[src/rtl/gpio_bridge_pkg.sv]
package gpio_bridge_pkg;

    typedef enum logic [1:0] {
        PM_INPUT  = 2'b00,
        PM_REMOTE = 2'b01,
        PM_LOCAL  = 2'b10,
        PM_OFF    = 2'b11
    } pin_mode_e;

    typedef enum logic [1:0] {
        SND_IDLE,
        SND_START,
        SND_DATA,
        SND_STOP
    } snd_state_e;

    typedef enum logic [1:0] {
        RCV_IDLE,
        RCV_DATA,
        RCV_STOP
    } rcv_state_e;

    localparam logic [2:0] A_TX_MODE  = 3'd0;
    localparam logic [2:0] A_TX_LOCAL = 3'd1;
    localparam logic [2:0] A_RX_MODE  = 3'd2;
    localparam logic [2:0] A_RX_LOCAL = 3'd3;
    localparam logic [2:0] A_DIVIDER  = 3'd4;

endpackage

[src/rtl/gpio_sync2.sv]
module gpio_sync2 #(
    parameter int W = 4
) (
    input  logic         clk,
    input  logic         pd_n,
    input  logic [W-1:0] d,
    output logic [W-1:0] q
);
    logic [W-1:0] meta;

    always_ff @(posedge clk or negedge pd_n) begin
        if (!pd_n) begin
            meta <= '0;
            q    <= '0;
        end else begin
            meta <= d;
            q    <= meta;
        end
    end
endmodule

[src/rtl/gpio_bridge_regs.sv]
module gpio_bridge_regs
    import gpio_bridge_pkg::*;
#(
    parameter int NPIN      = 4,
    parameter int DIV_W     = 8,
    parameter int CFG_W     = 8,
    parameter int DIV_RESET = 15
) (
    input  logic                clk,
    input  logic                pd_n,
    input  logic                we,
    input  logic [2:0]          addr,
    input  logic [CFG_W-1:0]    wdata,
    output logic [2*NPIN-1:0]   tx_mode,
    output logic [NPIN-1:0]     tx_local,
    output logic [2*NPIN-1:0]   rx_mode,
    output logic [NPIN-1:0]     rx_local,
    output logic [DIV_W-1:0]    divider
);
    always_ff @(posedge clk or negedge pd_n) begin
        if (!pd_n) begin
            tx_mode  <= '0;
            tx_local <= '0;
            rx_mode  <= '0;
            rx_local <= '0;
            divider  <= DIV_W'(DIV_RESET);
        end else if (we) begin
            case (addr)
                A_TX_MODE:  tx_mode  <= wdata[2*NPIN-1:0];
                A_TX_LOCAL: tx_local <= wdata[NPIN-1:0];
                A_RX_MODE:  rx_mode  <= wdata[2*NPIN-1:0];
                A_RX_LOCAL: rx_local <= wdata[NPIN-1:0];
                A_DIVIDER:  divider  <= wdata[DIV_W-1:0];
                default: ;
            endcase
        end
    end
endmodule

[src/rtl/gpio_bc_sender.sv]
module gpio_bc_sender
    import gpio_bridge_pkg::*;
#(
    parameter int NPIN      = 4,
    parameter int DIV_W     = 8,
    parameter int DIV_RESET = 15
) (
    input  logic             clk,
    input  logic             pd_n,
    input  logic [DIV_W-1:0] divider,
    input  logic [NPIN-1:0]  snap_in,
    output logic             line,
    output logic             frame_start,
    output logic [NPIN-1:0]  snap_bits
);
    localparam int IDX_W = (NPIN > 1) ? $clog2(NPIN) : 1;
    localparam logic [IDX_W-1:0] LAST = IDX_W'(NPIN - 1);

    snd_state_e       state, state_nx;
    logic [DIV_W-1:0] timer;
    logic [IDX_W-1:0] idx;

    assign frame_start = (state == SND_IDLE) && (timer == '0);

    always_ff @(posedge clk or negedge pd_n) begin
        if (!pd_n) state <= SND_IDLE;
        else       state <= state_nx;
    end

    always_comb begin
        state_nx = state;
        unique case (state)
            SND_IDLE:  if (timer == '0) state_nx = SND_START;
            SND_START: state_nx = SND_DATA;
            SND_DATA:  if (idx == LAST) state_nx = SND_STOP;
            SND_STOP:  state_nx = SND_IDLE;
        endcase
    end

    always_ff @(posedge clk or negedge pd_n) begin
        if (!pd_n) begin
            timer     <= DIV_W'(DIV_RESET);
            idx       <= '0;
            snap_bits <= '0;
        end else begin
            unique case (state)
                SND_IDLE: begin
                    if (timer == '0) begin
                        timer     <= divider;
                        snap_bits <= snap_in;
                    end else begin
                        timer <= timer - DIV_W'(1);
                    end
                end
                SND_START: idx <= '0;
                SND_DATA:  idx <= idx + IDX_W'(1);
                SND_STOP:  ;
            endcase
        end
    end

    always_comb begin
        unique case (state)
            SND_IDLE:  line = 1'b1;
            SND_START: line = 1'b0;
            SND_DATA:  line = snap_bits[idx];
            SND_STOP:  line = 1'b1;
        endcase
    end
endmodule

[src/rtl/gpio_bc_receiver.sv]
module gpio_bc_receiver
    import gpio_bridge_pkg::*;
#(
    parameter int NPIN = 4
) (
    input  logic            clk,
    input  logic            pd_n,
    input  logic            line,
    output logic [NPIN-1:0] rem_bits,
    output logic            rem_valid
);
    localparam int IDX_W = (NPIN > 1) ? $clog2(NPIN) : 1;
    localparam logic [IDX_W-1:0] LAST = IDX_W'(NPIN - 1);

    rcv_state_e       state, state_nx;
    logic [IDX_W-1:0] idx;
    logic [NPIN-1:0]  shreg;

    always_ff @(posedge clk or negedge pd_n) begin
        if (!pd_n) state <= RCV_IDLE;
        else       state <= state_nx;
    end

    always_comb begin
        state_nx = state;
        unique case (state)
            RCV_IDLE: if (!line) state_nx = RCV_DATA;
            RCV_DATA: if (idx == LAST) state_nx = RCV_STOP;
            RCV_STOP: state_nx = RCV_IDLE;
            default:  state_nx = RCV_IDLE;
        endcase
    end

    always_ff @(posedge clk or negedge pd_n) begin
        if (!pd_n) begin
            idx       <= '0;
            shreg     <= '0;
            rem_bits  <= '0;
            rem_valid <= 1'b0;
        end else begin
            rem_valid <= 1'b0;
            case (state)
                RCV_IDLE: idx <= '0;
                RCV_DATA: begin
                    shreg[idx] <= line;
                    idx        <= idx + IDX_W'(1);
                end
                RCV_STOP: begin
                    if (line) begin
                        rem_bits  <= shreg;
                        rem_valid <= 1'b1;
                    end
                end
                default: ;
            endcase
        end
    end
endmodule

[src/rtl/gpio_bridge.sv]
module gpio_bridge
    import gpio_bridge_pkg::*;
#(
    parameter int NPIN      = 4,
    parameter int DIV_W     = 8,
    parameter int CFG_W     = 8,
    parameter int DIV_RESET = 15
) (
    input  logic             clk,
    input  logic             pd_n,
    input  logic [NPIN-1:0]  fwd_in,
    output logic [NPIN-1:0]  fwd_out,
    output logic [NPIN-1:0]  tx_gpo,
    input  logic [NPIN-1:0]  rx_pin_in,
    output logic [NPIN-1:0]  rx_pin_out,
    output logic [NPIN-1:0]  rx_pin_oe,
    output logic             bc_line,
    input  logic             cfg_we,
    input  logic [2:0]       cfg_addr,
    input  logic [CFG_W-1:0] cfg_wdata
);
    logic [2*NPIN-1:0] tx_mode, rx_mode;
    logic [NPIN-1:0]   tx_local, rx_local;
    logic [DIV_W-1:0]  divider;
    logic [NPIN-1:0]   fwd_sync, rx_sync, snap_in, snap_bits, rem_bits;
    logic              frame_start, rem_valid;

    gpio_bridge_regs #(
        .NPIN(NPIN), .DIV_W(DIV_W), .CFG_W(CFG_W), .DIV_RESET(DIV_RESET)
    ) u_regs (
        .clk(clk), .pd_n(pd_n), .we(cfg_we), .addr(cfg_addr), .wdata(cfg_wdata),
        .tx_mode(tx_mode), .tx_local(tx_local), .rx_mode(rx_mode),
        .rx_local(rx_local), .divider(divider)
    );

    gpio_sync2 #(.W(NPIN)) u_fwd_sync (.clk(clk), .pd_n(pd_n), .d(fwd_in),    .q(fwd_sync));
    gpio_sync2 #(.W(NPIN)) u_rx_sync  (.clk(clk), .pd_n(pd_n), .d(rx_pin_in), .q(rx_sync));

    // link stage: the forward frame as recovered on the receive side
    always_ff @(posedge clk or negedge pd_n) begin
        if (!pd_n) fwd_out <= '0;
        else       fwd_out <= fwd_sync;
    end

    gpio_bc_sender #(.NPIN(NPIN), .DIV_W(DIV_W), .DIV_RESET(DIV_RESET)) u_snd (
        .clk(clk), .pd_n(pd_n), .divider(divider), .snap_in(snap_in),
        .line(bc_line), .frame_start(frame_start), .snap_bits(snap_bits)
    );

    gpio_bc_receiver #(.NPIN(NPIN)) u_rcv (
        .clk(clk), .pd_n(pd_n), .line(bc_line),
        .rem_bits(rem_bits), .rem_valid(rem_valid)
    );

    for (genvar i = 0; i < NPIN; i++) begin : g_pin
        pin_mode_e tm, rm;
        assign tm = pin_mode_e'(tx_mode[2*i +: 2]);
        assign rm = pin_mode_e'(rx_mode[2*i +: 2]);

        always_comb begin
            unique case (tm)
                PM_REMOTE: tx_gpo[i] = rem_bits[i];
                PM_LOCAL:  tx_gpo[i] = tx_local[i];
                default:   tx_gpo[i] = 1'b0;
            endcase
            unique case (rm)
                PM_REMOTE: begin rx_pin_oe[i] = 1'b1; rx_pin_out[i] = fwd_out[i];  end
                PM_LOCAL:  begin rx_pin_oe[i] = 1'b1; rx_pin_out[i] = rx_local[i]; end
                default:   begin rx_pin_oe[i] = 1'b0; rx_pin_out[i] = 1'b0;        end
            endcase
            snap_in[i] = (rm == PM_INPUT) ? rx_sync[i] : 1'b0;
        end
    end
endmodule

[config.mk]
export PLATFORM = sky130hd
export DESIGN_NAME = gpio_bridge
export DESIGN_NICKNAME = d
export VERILOG_FILES = /design/src/rtl/gpio_bridge_pkg.sv /design/src/rtl/gpio_sync2.sv /design/src/rtl/gpio_bridge_regs.sv /design/src/rtl/gpio_bc_sender.sv /design/src/rtl/gpio_bc_receiver.sv /design/src/rtl/gpio_bridge.sv
export SDC_FILE = /design/constraint.sdc
export NUM_CORES = 1
export LEC_CHECK = 0
export ABC_CLOCK_PERIOD_IN_PS = 3500
export CORE_AREA = 2 2 109 111
export CTS_CLUSTER_SIZE = 14
export DETAILED_ROUTE_END_ITERATION = 8
export DIE_AREA = 0 0 111 113
export PLACE_DENSITY = 0.62
export SYNTH_ARGS = -nofsm -noshare
export SYNTH_HDL_FRONTEND = slang
export SYNTH_SLANG_ARGS = --single-unit
[constraint.sdc]
create_clock -name clk -period 3.5 [get_ports clk]
set_clock_uncertainty 0.1 [all_clocks]
set_input_delay 0.7 -clock clk [delete_from_list [all_inputs] [get_ports clk]]
set_output_delay 0.7 -clock clk [all_outputs]
set_load 0.05 [all_outputs]
After elaboration in Yosys (flattened, before gate mapping)
Cells that the tools add are included.
{ "totals": {"register_bits": 80, "out_inout_bits": 17, "in_bits": 22, "wordCells": 111} }
{ "op_classes": {"reduce_logical": 25, "n_addsub": 3, "mux": 31, "magnitude_cmp": 3, "n_eq_ne": 31} }
{ "op_table": {"columns": ["cell", "n"], "rows": [
  ["$eq 2x2->1 const B", 13],
  ["$eq 2x1->1 const B", 10],
  ["$reduce_and 2->1", 9],
  ["$pmux 1 s2", 8],
  ["$logic_not 2->1", 6],
  ["$pmux 2 s2", 3],
  ["$mux 1", 10],
  ["$reduce_or 2->1", 5],
  ["$logic_not 8->1", 1],
  ["$mux 2", 4],
  ["$mux 8", 1],
  ["$pmux 2 s4", 1],
  ["$sub 8x1->8 const B", 1],
  ["$eq 3x2->1 const B", 2],
  ["$lt 2x3->1 const B", 2],
  ["$add 2x1->2 const B", 2],
  ["$bwmux 4", 1],
  ["$ne 2x1->1 const B", 2],
  ["$ne 2x2->1 const B", 2],
  ["$reduce_bool 2->1", 2],
  ["$eq 3x1->1 const B", 1],
  ["$eq 3x3->1 const B", 1],
  ["$logic_not 3->1", 1],
  ["$pmux 1 s3", 1],
  ["4 further kinds", 4]
]} }

Depth between registers and ports, before layout
{ "logic_depth": {"word_depth": 5, "mapped_depth": 7, "depth_no_buf": 6} }

By module
A second synthesis with hierarchy kept.
{ "unflattened": {"hier_cells": 278, "area_unflattened_um2": 3754.9} }
{ "modules_own_cells": {"columns": ["mod", "area_each_um2", "instances", "cells_each", "seq_area_each_um2"], "rows": [
  ["gpio_bridge_regs", 1246.2, 1, 71, 805.8],
  ["gpio_bc_sender", 969.7, 1, 89, 405.4],
  ["gpio_bc_receiver", 603.1, 1, 42, 325.3],
  ["gpio_bridge", 535.5, 1, 60, 100.1],
  ["gpio_sync2", 200.2, 2, 8, 200.2]
]} }

Worst setup path after synthesis
No wires, ideal clock.
{ "synth_timing": {"path_type": "reg2reg", "start": "reg u_snd.state[0]", "end": "reg u_rcv.rem_bits[0]", "period_less_slack_ns": 2.536, "setup_slack_ns": 0.964, "path_buffers": 0, "arrival_time_ns": 2.311, "stages_incl_launch_ff": 7, "t_required_ns": 3.275, "setup_time_ns": 0.125, "cell_sequence": "dfrtp_1 -> inv_1 -> ha_1 -> or3b_1 -> o221ai_2 -> and3b_4 -> mux2_4"} }
{ "synth_between": {"elab_chain_cells": 4, "elab_cells_between_ends": 7, "cone_classes": "eq/ne: 3; mux: 1; reduce/logical: 3"} }
{ "synth_rtl": {"columns": ["element", "line_no", "source"], "rows": [
  ["start: declaration", "gpio_bc_sender.sv:19", "snd_state_e state, state_nx;"],
  ["start signal: assignment", "gpio_bc_sender.sv:27", "else state <= state_nx;"],
  ["$eq 2x2->1 / $logic_not 2->1 (equally long branches)", "gpio_bc_sender.sv:63", "unique case (state)"],
  ["$reduce_or 2->1 (no line)", null, null],
  ["$pmux 1 s3 (*)", "gpio_bc_sender.sv:63", null],
  ["net bc_line", "gpio_bridge.sv:17", "output logic bc_line,"],
  ["$reduce_and 2->1 (no line) (*)", null, null],
  ["end signal: assignment", "gpio_bc_receiver.sv:50", "rem_bits <= shreg;"],
  ["end: declaration", "gpio_bc_receiver.sv:9", "output logic [NPIN-1:0] rem_bits,"]
]} }
Mark *: on every way through the listed nets, which the timed path passes. The rest lies on a longest branch.
A chain may end at the register's enable or synchronous reset.

Worst setup path in the final report
{ "layout_timing": {"start": "reg u_snd.state[0]", "end": "out bc_line"} }
{ "layout_between": {"elab_chain_cells": 3, "elab_cells_between_ends": 6, "cone_classes": "eq/ne: 3; mux: 1; reduce/logical: 2"} }
{ "layout_rtl": {"columns": ["element", "line_no"], "rows": [
  ["$eq 2x2->1 / $logic_not 2->1 (equally long branches)", "gpio_bc_sender.sv:63"],
  ["$reduce_or 2->1 (no line)", null],
  ["$pmux 1 s3 (*)", "gpio_bc_sender.sv:63"],
  ["end: declaration", "gpio_bridge.sv:17"]
]} }
Mark *: on every way between the ends. The rest lies on a longest branch, timed or not.

==> flow_summary_export.csv <==
group,metric,value,unit
timing,setup_ws,454,ps
logic_synthesis,synth_top_family_by_area,"simple AND/OR/NAND/NOR gates",
global_routing,grt_max_degree,81,
layout,multi_input_comb_area,0.00146,mm^2
floorplanning,io_pins,39,
logic_synthesis,async_flop_share,100,%
power_and_ir_drop,finalPower,3.42,mW
routing,first_pass_iters,4,
timing,whs,246,ps
timing,slew_headroom,32.9,%
global_routing,met2_usage,20.5,%
layout,register_area,0.00201,mm^2
logic_synthesis,yosysWarnings,0,
place,place.gp.congestion,0.807,
clocking,worstSkewPairLatency,330,ps
setup_path,start_kind,"register",
timing,period_share,87.0,%
setup_path,cp.required,2700,ps
timing,final_hold_viol_count,0,
power_and_ir_drop,internal_power,2.29,mW
layout,num_antenna_cells,0,
logic_synthesis,ys_seq_area_share,56.1,%
flow_run,drv_cap,0,
routing,drc,0,
logic_synthesis,synth_nets,352,
power_and_ir_drop,ir_drop,0.591,mV
routing,via_per_inst,4.69,
layout,nets,398,
logic_synthesis,synthXorXnorAreaFrac,0.244,%
layout,fin_cells,493,
timing,setup_viol,0,
place,pre_cts_ws,384,ps
layout,drive_gt1_share,11.4,%
routing,postRouteAntennaNets,0,
floorplanning,row_count,39,
power_and_ir_drop,seq_power_share,39.8,%
power_and_ir_drop,power_switching,1.13,mW
clocking,cts_max_level,3,
logic_synthesis,avgSynthCellArea,12.0,um^2
layout,fin_util,39.7,%
global_routing,use_met1,14.7,%
setup_path,crit_type,"reg -> out",
floorplanning,core,0.0113,mm^2
timing,period_needed,3050,ps
floorplanning,die_area,0.0125,mm^2
floorplanning,initial_core_util,31.8,%
clocking,postCtsHoldBufs,0,
routing,wl,6.95,mm
place,dpl-instance-area,0.00415,mm^2
timing,fmaxAchievable,328,MHz
logic_synthesis,synthAdderAreaFrac,10.8,%
logic_synthesis,syn-cell-area,0.00359,mm^2
power_and_ir_drop,p_per_area,765,mW/mm^2
logic_synthesis,ys_ff_latch,80,
clocking,clk_pin_slew,60,ps
setup_path,cp.arrival,2250,ps
power_and_ir_drop,comb_power_share,31.8,%
setup_path,critPathCaptureType,"output port",
global_routing,top_usage_layer,"met2",
timing,tns,0,ps
setup_path,path_max_fanout,7,
layout,design_area,0.00447,mm^2
floorplanning,fp.dieH,113,um
logic_synthesis,synth-simple-area-share,11.3,%
routing,drt_iter0_drc,161,
layout,fillers,1063,
clocking,cts_num_sinks,80,
global_routing,grt_pass1_wl,11.9,mm
clocking,cts_root_buf,"clkbuf_16",
global_routing,grt_overflow,0,
layout,areaGrowthSynthToFinish,24.7,%
logic_synthesis,synth-compound-area-share,8.44,%
logic_synthesis,ys_types,43,
setup_path,reg2regPathDepth,6,
logic_synthesis,ys.flop_type,"dfrtp_1",
logic_synthesis,synth_edf_count,0,
power_and_ir_drop,switching_share,33.1,%
run_status,run_status,"finished clean",
min_path,hp-class,"reg -> reg",
routing,vias,2310,
power_and_ir_drop,p_clk_share,28.5,%
logic_synthesis,synthMuxAreaShare,9.73,%
place,io_buffers,38,
min_path,hold-path-cell-count,0,
timing,rsz0062_at_grt,"no",
clocking,cts_tree,"done",
timing,finalMaxSlewViolations,0,
place,hpwl,4.98,mm
clocking,postCtsSetupBuffers,0,
clocking,clockBufferDepth,2,
floorplanning,die-width,111,um
global_routing,antenna_found_initial,0,
routing,wire_per_inst,14.1,um
timing,tightest_slew,1010,ps
global_routing,grt_pass1_vias,2406,
clocking,cts_resized,0,
global_routing,grt_usage,12.1,%
place,dp_cells,477,
logic_synthesis,syn_inst,299,
clocking,cts_inserted_buffers,9,
global_routing,met3_usage,2.84,%
power_and_ir_drop,leakage,1.99,nW
[Yosys cell counts (all sizes together), types with 2 or more instances]
| cell type | count | area [um^2] |
|---|---|---|
| dfrtp | 72 | 1800 |
| o31ai | 2 | 15.0 |
| mux2i | 3 | 30.0 |
| mux2 | 27 | 319 |
| inv | 26 | 97.6 |
| nor3 | 4 | 25.0 |
| a22o | 2 | 17.5 |
| a21oi | 3 | 15.0 |
| o21ai | 23 | 115 |
| dfstp | 8 | 210 |
| nand3b | 2 | 15.0 |
| clkbuf | 6 | 22.5 |
| nor2b | 9 | 56.3 |
| nand2 | 32 | 120 |
| nor2 | 11 | 41.3 |
| ha | 31 | 388 |
| and3b | 2 | 21.3 |
| nand3 | 8 | 40.0 |
| a22oi | 9 | 67.6 |
[power by group through the flow]
stage          clock, mW  combinational (mW)  sequential (mW)
2_1_floorplan          0               0.825             1.33
3_3_place_gp           0                1.07             1.36
3_5_place_dp           0                1.10             1.37
4_1_cts             1.00                1.11             1.36
5_1_grt             1.04                1.22             1.40
6_report           0.974                1.09             1.36
[area by class of cell]
class / instances / area share, %
Multi-Input combinational cell: 187 / 32.7
Clock inverter: 2 / 0.784
Timing Repair Buffer: 41 / 9.01
Sequential cell: 80 / 45.0
Inverter: 26 / 2.18
Tap cell: 143 / 4.00
Clock buffer: 14 / 6.35
[cells in the final DEF, fill, tap and decap left out, types with 9 or more instances in the layout]
| cell type | instances |
|---|---|
| a22oi_1 | 9 |
| clkbuf_16 | 9 |
| clkdlybuf4s50_1 | 36 |
| dfrtp_1 | 72 |
| ha_1 | 31 |
| inv_1 | 26 |
| mux2_1 | 21 |
| nand2_1 | 32 |
| nor2_1 | 11 |
| nor2b_1 | 9 |
| o21ai_1 | 20 |
[routing by layer]
metal | vias to the layer above | share of wire, %
met5 | - | 0
met4 | 0 | 1.9
met3 | 12 | 2.7
met2 | 31 | 51
met1 | 1152 | 44
li1 | 1115 | -
[worst paths after layout]
path | endpoint | slack (ps) | start
hold / removal | u_fwd_sync.q[0] | 250 | u_fwd_sync.meta[0]
min in group asynchronous | u_regs.tx_mode[3] | 430 | pd_n
hold reg to reg | u_fwd_sync.q[0] | 250 | u_fwd_sync.meta[0]
setup / recovery | bc_line | 450 | u_snd.state[0]
max in group asynchronous | u_rx_sync.q[2] | 2210 | pd_n
setup reg to reg | u_rcv.rem_bits[3] | 1210 | u_snd.state[0]
[flip-flops by register name, indices dropped and copies added (netlist names), 8 cells and up]
name	cells
u_snd.timer	8
u_regs.tx_mode	8
u_regs.rx_mode	8
u_regs.divider	8
[kinds of logic (layout without fill, tap and decap cells)]
kind of cell | Yosys count | after routing
compound gates | 47 | 47
xor+xnor | 1 | 1
simple gates | 78 | 78
mux | 30 | 30
buf+inv | 32 | 83
flops | 80 | 80
fa+ha+maj | 31 | 31
[worst max-delay path, cell delays in order, from the launching register on]
cell and delay, ps:
dfrtp_1 390, inv_1 110, ha_1 250, or3b_1 380, o221ai_2 310, dlymetal6s2s_1 480
(Power assumes the default switching activity.)
